===== src/rtl/scrseq_pkg.sv =====
package scrseq_pkg;
  localparam int ADDR_W = 32;
  localparam int WORD_W = 32;
  localparam int OP_W   = 8;
  localparam int CNT_W  = 24;

  localparam logic [OP_W-1:0] OP_MOVE = 8'h01;
  localparam logic [OP_W-1:0] OP_INT  = 8'h02;

  typedef enum logic [1:0] {
    CODE_NONE    = 2'd0,
    CODE_INTOP   = 2'd1,
    CODE_ILLEGAL = 2'd2,
    CODE_ALIGN   = 2'd3
  } code_e;

  typedef enum logic [2:0] {
    ST_IDLE,
    ST_FETCH0,
    ST_FETCH1,
    ST_DECODE,
    ST_MOVE
  } state_e;

  typedef struct packed {
    logic  loadPtr;
    logic  advPtr;
    logic  capLo;
    logic  capHi;
    logic  selHi;
    logic  setIrq;
    logic  clrIrq;
    code_e code;
  } strobe_t;
endpackage


===== src/rtl/scrseq_dp.sv =====
module scrseq_dp
  import scrseq_pkg::*;
#(
  parameter int AW = ADDR_W,
  parameter int DW = WORD_W,
  parameter int OW = OP_W,
  parameter int CW = CNT_W
) (
  input  logic          clk,
  input  logic          rstN,
  input  strobe_t       strobe,
  input  logic [AW-1:0] hostData,
  input  logic [DW-1:0] memData,
  output logic [AW-1:0] ptr,
  output logic [AW-1:0] memAddr,
  output logic [OW-1:0] opcode,
  output logic [CW-1:0] moveCount,
  output logic [AW-1:0] moveAddr,
  output logic          countZero,
  output logic          hostAligned,
  output logic          irq,
  output logic [1:0]    irqCode
);
  localparam int WORD_BYTES  = DW / 8;
  localparam int INSTR_BYTES = 2 * WORD_BYTES;
  localparam int ALIGN_BITS  = $clog2(INSTR_BYTES);

  logic [DW-1:0] wordLo;
  logic [DW-1:0] wordHi;

  always_ff @(posedge clk) begin
    if (!rstN) begin
      ptr    <= '0;
      wordLo <= '0;
      wordHi <= '0;
    end else begin
      if (strobe.loadPtr)     ptr <= hostData;
      else if (strobe.advPtr) ptr <= ptr + AW'(INSTR_BYTES);
      if (strobe.capLo) wordLo <= memData;
      if (strobe.capHi) wordHi <= memData;
    end
  end

  always_ff @(posedge clk) begin
    if (!rstN) begin
      irq     <= 1'b0;
      irqCode <= CODE_NONE;
    end else if (strobe.setIrq) begin
      irq     <= 1'b1;
      irqCode <= strobe.code;
    end else if (strobe.clrIrq) begin
      irq     <= 1'b0;
      irqCode <= CODE_NONE;
    end
  end

  assign memAddr     = strobe.selHi ? ptr + AW'(WORD_BYTES) : ptr;
  assign opcode      = wordLo[DW-1 -: OW];
  assign moveCount   = wordLo[CW-1:0];
  assign moveAddr    = wordHi[AW-1:0];
  assign countZero   = (wordLo[CW-1:0] == '0);
  assign hostAligned = (hostData[ALIGN_BITS-1:0] == '0);
endmodule


===== src/rtl/scrseq_ctrl.sv =====
module scrseq_ctrl
  import scrseq_pkg::*;
#(
  parameter int OW = OP_W
) (
  input  logic          clk,
  input  logic          rstN,
  input  logic          hostPtrWe,
  input  logic          hostClrIrq,
  input  logic          hostAligned,
  input  logic          memValid,
  input  logic          moveDone,
  input  logic [OW-1:0] opcode,
  input  logic          countZero,
  output strobe_t       strobe,
  output logic          memReq,
  output logic          moveStart,
  output logic          busy
);
  state_e state, stateNext;

  always_ff @(posedge clk) begin
    if (!rstN) state <= ST_IDLE;
    else       state <= stateNext;
  end

  always_comb begin
    stateNext     = state;
    strobe        = '0;
    strobe.code   = CODE_NONE;
    strobe.clrIrq = hostClrIrq;
    moveStart     = 1'b0;
    unique case (state)
      ST_IDLE: begin
        if (hostPtrWe) begin
          strobe.loadPtr = 1'b1;
          strobe.clrIrq  = 1'b1;
          if (hostAligned) begin
            stateNext = ST_FETCH0;
          end else begin
            strobe.setIrq = 1'b1;
            strobe.code   = CODE_ALIGN;
          end
        end
      end
      ST_FETCH0: begin
        strobe.capLo = memValid;
        if (memValid) stateNext = ST_FETCH1;
      end
      ST_FETCH1: begin
        strobe.selHi = 1'b1;
        strobe.capHi = memValid;
        if (memValid) stateNext = ST_DECODE;
      end
      ST_DECODE: begin
        if (opcode == OP_MOVE) begin
          strobe.advPtr = 1'b1;
          if (countZero) begin
            stateNext = ST_FETCH0;
          end else begin
            moveStart = 1'b1;
            stateNext = ST_MOVE;
          end
        end else if (opcode == OP_INT) begin
          strobe.advPtr = 1'b1;
          strobe.setIrq = 1'b1;
          strobe.code   = CODE_INTOP;
          stateNext     = ST_IDLE;
        end else begin
          strobe.setIrq = 1'b1;
          strobe.code   = CODE_ILLEGAL;
          stateNext     = ST_IDLE;
        end
      end
      ST_MOVE: begin
        if (moveDone) stateNext = ST_FETCH0;
      end
      default: stateNext = ST_IDLE;
    endcase
  end

  assign memReq = (state == ST_FETCH0) || (state == ST_FETCH1);
  assign busy   = (state != ST_IDLE);
endmodule


===== src/rtl/script_fetch_seq.sv =====
module script_fetch_seq
  import scrseq_pkg::*;
(
  input  logic              clk,
  input  logic              rstN,
  input  logic              hostPtrWe,
  input  logic [ADDR_W-1:0] hostPtrData,
  input  logic              hostClrIrq,
  output logic [ADDR_W-1:0] scriptPtr,
  output logic              busy,
  output logic              irq,
  output logic [1:0]        irqCode,
  output logic              memReq,
  output logic [ADDR_W-1:0] memAddr,
  input  logic              memValid,
  input  logic [WORD_W-1:0] memData,
  output logic              moveStart,
  output logic [CNT_W-1:0]  moveCount,
  output logic [ADDR_W-1:0] moveAddr,
  input  logic              moveDone
);
  strobe_t         strobe;
  logic [OP_W-1:0] opcode;
  logic            countZero;
  logic            hostAligned;

  scrseq_ctrl #(.OW(OP_W)) u_ctrl (
    .clk(clk), .rstN(rstN), .hostPtrWe(hostPtrWe), .hostClrIrq(hostClrIrq),
    .hostAligned(hostAligned), .memValid(memValid), .moveDone(moveDone),
    .opcode(opcode), .countZero(countZero), .strobe(strobe),
    .memReq(memReq), .moveStart(moveStart), .busy(busy)
  );

  scrseq_dp #(.AW(ADDR_W), .DW(WORD_W), .OW(OP_W), .CW(CNT_W)) u_dp (
    .clk(clk), .rstN(rstN), .strobe(strobe), .hostData(hostPtrData),
    .memData(memData), .ptr(scriptPtr), .memAddr(memAddr), .opcode(opcode),
    .moveCount(moveCount), .moveAddr(moveAddr), .countZero(countZero),
    .hostAligned(hostAligned), .irq(irq), .irqCode(irqCode)
  );
endmodule


===== config.mk =====
export PLATFORM = sky130hd
export DESIGN_NAME = script_fetch_seq
export DESIGN_NICKNAME = d
export VERILOG_FILES = /design/src/rtl/scrseq_pkg.sv /design/src/rtl/scrseq_dp.sv /design/src/rtl/scrseq_ctrl.sv /design/src/rtl/script_fetch_seq.sv
export SDC_FILE = /design/constraint.sdc
export NUM_CORES = 1
export LEC_CHECK = 0
export ABC_CLOCK_PERIOD_IN_PS = 3550
export CELL_PAD_IN_SITES_DETAIL_PLACEMENT = 1
export CELL_PAD_IN_SITES_GLOBAL_PLACEMENT = 1
export CORE_MARGIN = 4
export CORE_UTILIZATION = 33
export DETAILED_ROUTE_END_ITERATION = 7
export MAX_ROUTING_LAYER = met4
export PLACE_DENSITY = 0.85
export SLEW_MARGIN = 15
export SYNTH_ARGS = -nofsm -noshare
export SYNTH_HDL_FRONTEND = slang
export SYNTH_SLANG_ARGS = --single-unit

===== constraint.sdc =====
create_clock -name clk -period 3.55 [get_ports clk]
set_clock_uncertainty 0.05 [all_clocks]
set_input_delay 0.355 -clock clk [delete_from_list [all_inputs] [get_ports clk]]
set_output_delay 0.355 -clock clk [all_outputs]
set_load 0.02 [all_outputs]

# Word level (Yosys, flattened, before mapping)
# Index checks and enable logic that the tools add are counted.
# Widths: inputs -> output; s select.
# op_classes
reduce_logical	8
n_mux	34
eq_ne	11
n_addsub	2
# op_table
operator	count
$mux 32	3
$add 32x3->32 const B	1
$add 32x4->32 const B	1
$logic_not 24->1	1
$mux 3	7
$pmux 3 s5	1
$mux 1	14
$mux 2	6
$ne 2x2->1 const B	5
$eq 8x1->1 const B	1
$eq 8x2->1 const B	1
$eq 3x2->1 const B	2
$logic_not 3->1	2
$reduce_and 5->1	1
$mux 4	1
$pmux 2 s2	1
$reduce_bool 2->1	2
$eq 3x1->1 const B	1
$eq 3x3->1 const B	1
$reduce_bool 3->1	1
$pmux 1 s2	1
$logic_or 1x1->1	1
# totals
reg_bits	102
elab_cells	61
out_inout_bits	126

# Depth between registers and ports, before layout
# depth
depth_word	6
mapped_depth	8
mapped_depth_nobuf	6

# Hierarchy
# From an unflattened synthesis, not the netlist that was laid out.
# unflattened
hier_cells	578
area_unflattened_um2	5308.8
# modules_own_cells
module	instances	cells_each	area_per_inst_um2
scrseq_dp	1	533	4919.7
scrseq_ctrl	1	45	389.1

# Worst setup path after synthesis
# No wires, ideal clock.
# synth_timing
kind	register -> output
from	register u_dp.ptr[3]
to	output memAddr[25]
stages_incl_launch_ff	8
arrival_time_ps	2115
path_slack_ps	1030
n_path_buf	1
cell_sequence	dfxtp_1 ha_1 nand4_1 nor3_1 buf_2 and3_1 nand2_1 xnor2_1
# synth_via
elab_chain_cells	2
# synth_rtl
element	line_no	source
from (decl)	scrseq_dp.sv:14	output logic [AW-1:0] ptr,
from (signal assigned)	scrseq_dp.sv:37	if (strobe.loadPtr) ptr <= hostData;
from (signal assigned)	scrseq_dp.sv:38	else if (strobe.advPtr) ptr <= ptr + AW'(INSTR_BYTES);
$add 32x3->32	scrseq_dp.sv:57	assign memAddr = strobe.selHi ? ptr + AW'(WORD_BYTES) : ptr;
$mux 32	scrseq_dp.sv:57	
to (decl)	script_fetch_seq.sv:14	output logic [ADDR_W-1:0] memAddr,
# No other way between the ends.

# Final worst setup path
# layout_timing
from	register u_dp.ptr[9]
to	output memAddr[30]
# The elaborated chain is that of the path after synthesis.

==> metrics.txt <==
# TYPE chip_impl_metric gauge
chip_impl_metric{name="clock-sinks",unit=""} 102
chip_impl_metric{name="core",unit="sq um"} 14500
chip_impl_info{name="dominantRegCellSynth",value="sky130_fd_sc_hd__dfxtp_1"} 1
chip_impl_metric{name="clock_transition_time_at_the_flip_flop_clock_pins_of_the_worst_setup_and_hold_paths",unit="ns"} 0.07
chip_impl_metric{name="r2r_cells",unit=""} 5
chip_impl_info{name="clock_tree.root_cell",value="sky130_fd_sc_hd__clkbuf_16"} 1
chip_impl_info{name="cts_tree",value="built"} 1
chip_impl_metric{name="r2r_setup_slack",unit="ns"} 1.12
chip_impl_metric{name="htree_levels",unit=""} 3
chip_impl_metric{name="timing.fmax",unit="MHz"} 300
chip_impl_metric{name="yosys_register_bits",unit=""} 102
chip_impl_metric{name="worst-endpoint-required",unit="ns"} 3.14
chip_impl_info{name="timing.critical_path.from",value="u_dp.ptr[9]$_SDFFE_PN0P_"} 1
chip_impl_metric{name="max_cap_viol_count",unit=""} 0
chip_impl_metric{name="clock_latency_reported_for_the_late_side_of_the_worst_skew_pair",unit="ns"} 0.35
chip_impl_info{name="r2r-start",value="u_ctrl.state[0]$_SDFFE_PN0P_"} 1
chip_impl_metric{name="critPathArrivalTime",unit="ns"} 2.93
chip_impl_metric{name="number_of_buffers_inserted_during_clock_tree_synthesis",unit=""} 9
chip_impl_metric{name="row_count",unit=""} 44
chip_impl_metric{name="grt_pass1_wl",unit="mm"} 28.7
chip_impl_metric{name="die_height",unit="microns"} 130
chip_impl_metric{name="drv_slew",unit=""} 0
chip_impl_metric{name="headroom_to_the_max_slew_limit",unit=""} 0.385
chip_impl_metric{name="tightestPinTransition",unit="ns"} 0.923
chip_impl_metric{name="final_layout_size_suffix_gt1_frac",unit=""} 0.0506
chip_impl_info{name="cp-endpoint",value="memAddr[30]"} 1
chip_impl_metric{name="via_total_after_detailed_routing",unit=""} 5337
chip_impl_metric{name="vdd_ir_drop_max",unit="uV"} 360
chip_impl_info{name="critical_path.reg2reg.endpoint",value="u_dp.ptr[30]$_SDFFE_PN0P_"} 1
chip_impl_metric{name="design.die.area",unit="sq um"} 16800
chip_impl_metric{name="route.detailed.drc",unit=""} 0
chip_impl_metric{name="synth_edf_count",unit=""} 0
chip_impl_metric{name="min_period_over_period",unit=""} 0.940
chip_impl_metric{name="worstPathMaxFanout",unit=""} 10
chip_impl_metric{name="warnings_from_yosys",unit=""} 0
chip_impl_info{name="crit_path_end_kind",value="primary output"} 1
chip_impl_metric{name="syn-num-nets",unit=""} 709
chip_impl_metric{name="netlist_instances",unit=""} 637
chip_impl_metric{name="place_congestion",unit=""} 0.864
chip_impl_metric{name="seq_area_frac_synth",unit=""} 0.419
chip_impl_metric{name="drt-total-wl",unit="mm"} 18.5
chip_impl_metric{name="setup_total_negative_slack",unit="ns"} 0
chip_impl_metric{name="routedWlPerCell",unit="microns"} 18.5
chip_impl_metric{name="synth.cell_area",unit="sq um"} 4880
chip_impl_metric{name="grt_antenna_before_repair",unit=""} 1
chip_impl_metric{name="grt_pass1_vias",unit=""} 5511
chip_impl_metric{name="num_io_pins",unit=""} 196
chip_impl_metric{name="grt_max_degree",unit=""} 46
chip_impl_info{name="outcome",value="completed"} 1
chip_impl_metric{name="hold_violations",unit=""} 0
chip_impl_metric{name="power_density",unit="nW/um^2"} 399
chip_impl_info{name="min_path_type",value="reg2reg"} 1
chip_impl_metric{name="post_drt_via_cell_ratio",unit=""} 5.36
chip_impl_info{name="synthDominantAreaCellType",value="sky130_fd_sc_hd__dfxtp_1"} 1
chip_impl_info{name="worstSetupPathType",value="reg2out"} 1
chip_impl_metric{name="postRouteAntennaNets",unit=""} 0
chip_impl_metric{name="synth_async_sr_flop_share",unit=""} 0
chip_impl_metric{name="final_nets",unit=""} 879
chip_impl_info{name="yosys-top-cells-area",value="sky130_fd_sc_hd__dfxtp_1, sky130_fd_sc_hd__nand2_1, sky130_fd_sc_hd__a21oi_1, sky130_fd_sc_hd__xnor2_1, sky130_fd_sc_hd__xor2_1"} 1
chip_impl_metric{name="globalRouteTotalUtil",unit=""} 0.223
chip_impl_metric{name="globalRouteOverflowTotal",unit=""} 0
chip_impl_metric{name="floorplan.initialDensity",unit=""} 0.336
chip_impl_metric{name="post_synth_num_cell_types",unit=""} 52
chip_impl_metric{name="fillers",unit=""} 1763
chip_impl_info{name="rsz_0062_raised_after_global_routing",value="false"} 1
chip_impl_metric{name="avgSynthCellArea",unit="sq um"} 7.66
chip_impl_metric{name="power.static_leakage",unit="nW"} 2.52
chip_impl_metric{name="number_of_failing_setup_endpoints_in_the_final_timing_report",unit=""} 0
chip_impl_metric{name="synth.top_cell.area_share",unit=""} 0.419
chip_impl_metric{name="violation_count_after_the_first_detailed_routing_iteration",unit=""} 284
chip_impl_metric{name="die-width",unit="microns"} 130
chip_impl_metric{name="placement.io_buffers",unit=""} 195
chip_impl_metric{name="min_period",unit="ns"} 3.34
chip_impl_metric{name="fin_worst_hold_slack",unit="ns"} 0.406
chip_impl_metric{name="clockBufferDepth",unit=""} 2
chip_impl_metric{name="area_growth",unit="%"} 48.6
chip_impl_info{name="startpoint_type",value="flop"} 1
chip_impl_metric{name="firstDrtPassIters",unit=""} 4
chip_impl_metric{name="hpwl_detailed",unit="mm"} 13.7
final cells by class:
class | count | area, sq um | share of cell area
Timing Repair Buffer | 206 | 2050 | 0.282
Multi-Input combinational cell | 484 | 2610 | 0.360
Clock buffer | 11 | 243 | 0.0335
Clock inverter | 4 | 56.3 | 0.00777
Sequential cell | 102 | 2040 | 0.282
Antenna cell | 1 | 2.50 | 0.000345
Inverter | 4 | 15.0 | 0.00207
Tap cell | 184 | 230 | 0.0318
synth_stat cells (5+ instances only):
master,instances
sky130_fd_sc_hd__nor4_1,14
sky130_fd_sc_hd__a211oi_1,5
sky130_fd_sc_hd__xnor2_1,21
sky130_fd_sc_hd__clkbuf_1,32
sky130_fd_sc_hd__nand3_1,13
sky130_fd_sc_hd__dfxtp_1,102
sky130_fd_sc_hd__xor2_1,19
sky130_fd_sc_hd__o21ai_0,17
sky130_fd_sc_hd__and3_1,6
sky130_fd_sc_hd__nand2_1,172
sky130_fd_sc_hd__nor3_1,12
sky130_fd_sc_hd__and2_1,5
sky130_fd_sc_hd__buf_2,9
sky130_fd_sc_hd__nor2_1,27
sky130_fd_sc_hd__a21oi_1,97
sky130_fd_sc_hd__nand4_1,18
sky130_fd_sc_hd__a31oi_1,5
registers in the layout, indices dropped and copies added (netlist names):
| register | flops |
|---|---|
| u_dp.irq | 1 |
| u_ctrl.state | 3 |
| u_dp.moveAddr | 32 |
| u_dp.irqCode | 2 |
| u_dp.ptr | 32 |
| u_dp.wordLo | 32 |
per-layer routing:
layer  part of all wire  track usage  wire length (microns)  vias to the layer above
met4              0.016       0.0593                    299                        0
met5                  0            -                      0                        -
met3              0.091       0.0829                   1680                       31
li1                   -            -                      -                     2526
met1               0.40        0.244                   7330                     2586
met2               0.50        0.382                   9140                      194
critical path: stages (launching register included):
cell and delay, ns:
sky130_fd_sc_hd__dfxtp_1 0.51, sky130_fd_sc_hd__nand4_1 0.24, sky130_fd_sc_hd__or2_1 0.42, sky130_fd_sc_hd__or3_1 0.46, sky130_fd_sc_hd__nor2_1 0.16, sky130_fd_sc_hd__xor2_1 0.16
sky130_fd_sc_hd__clkdlybuf4s50_1 0.62
worst min-delay path by stage:
stage,from,to,depth (start not counted)
6_report,u_dp.wordLo[31]$_SDFFE_PN0P_,u_dp.wordLo[31]$_SDFFE_PN0P_,2
5_1_grt,u_dp.moveAddr[4]$_SDFFE_PN0P_,u_dp.moveAddr[4]$_SDFFE_PN0P_,2
4_1_cts,u_dp.wordLo[31]$_SDFFE_PN0P_,u_dp.wordLo[31]$_SDFFE_PN0P_,2
3_5_place_dp,u_dp.wordLo[31]$_SDFFE_PN0P_,u_dp.wordLo[31]$_SDFFE_PN0P_,2
3_3_place_gp,u_dp.moveAddr[3]$_SDFFE_PN0P_,u_dp.moveAddr[3]$_SDFFE_PN0P_,2
2_1_floorplan,u_dp.wordLo[31]$_SDFFE_PN0P_,u_dp.wordLo[31]$_SDFFE_PN0P_,2
power breakdown:
group          internal (W)  total, W  leakage, nW  switching (W)
Combinational      0.000289  0.000589         1.54       0.000301
Sequential          0.00120   0.00127        0.831      0.0000776
Clock              0.000568   0.00103        0.146       0.000458
cell usage in the layout (no fill, tap or decap), drive strengths merged, types with 7 or more instances in the layout:
cell           instances
a21oi                 97
and2                   7
buf                   11
clkbuf                11
clkdlybuf4s50        195
dfxtp                102
nand2                172
nand3                 13
nand4                 20
nor2                  27
nor3                  12
nor4                  15
o21ai                 17
xnor2                 21
xor2                  19
repair_timing:
| item | CTS | global route |
|---|---|---|
| buffers inserted | 0 | 2 |
| endpoints found under the setup margin | 0 | 7 |
| hold buffers | 0 | 0 |
| gates resized for setup | 0 | 1 |
kinds of logic (layout without fill, tap and decap cells):
family                   Yosys count  after routing  synth area share
other                              0              1                 0
buffers and inverters             51            225            0.0477
XOR/XNOR                          40             40            0.0718
AO/OA/AOI/OAI                    142            142             0.163
multiplexers                       3              3           0.00667
adder cells (fa/ha/maj)            2              2           0.00513
flip-flops                       102            102             0.419
AND/OR/NAND/NOR                  297            297             0.287
per-stage QoR:
| stage | cell area (sq um) | power, W | setup slack [ns] | utilization | cells |
|---|---|---|---|---|---|
| after floorplan | 4880 | 0.00157 | 1.03 | - | 637 |
| after global placement | 6930 | 0.00187 | 0.548 | 0.476 | 978 |
| after detailed placement | 6930 | 0.00189 | 0.410 | 0.476 | 978 |
| after CTS | 7220 | 0.00292 | 0.00933 | 0.497 | 993 |
| after global routing | 7250 | 0.00301 | 0.0604 | 0.499 | 996 |
| final | 7250 | 0.00289 | 0.213 | 0.499 | 996 |
No activity file was read; power rests on OpenSTA's default activity.
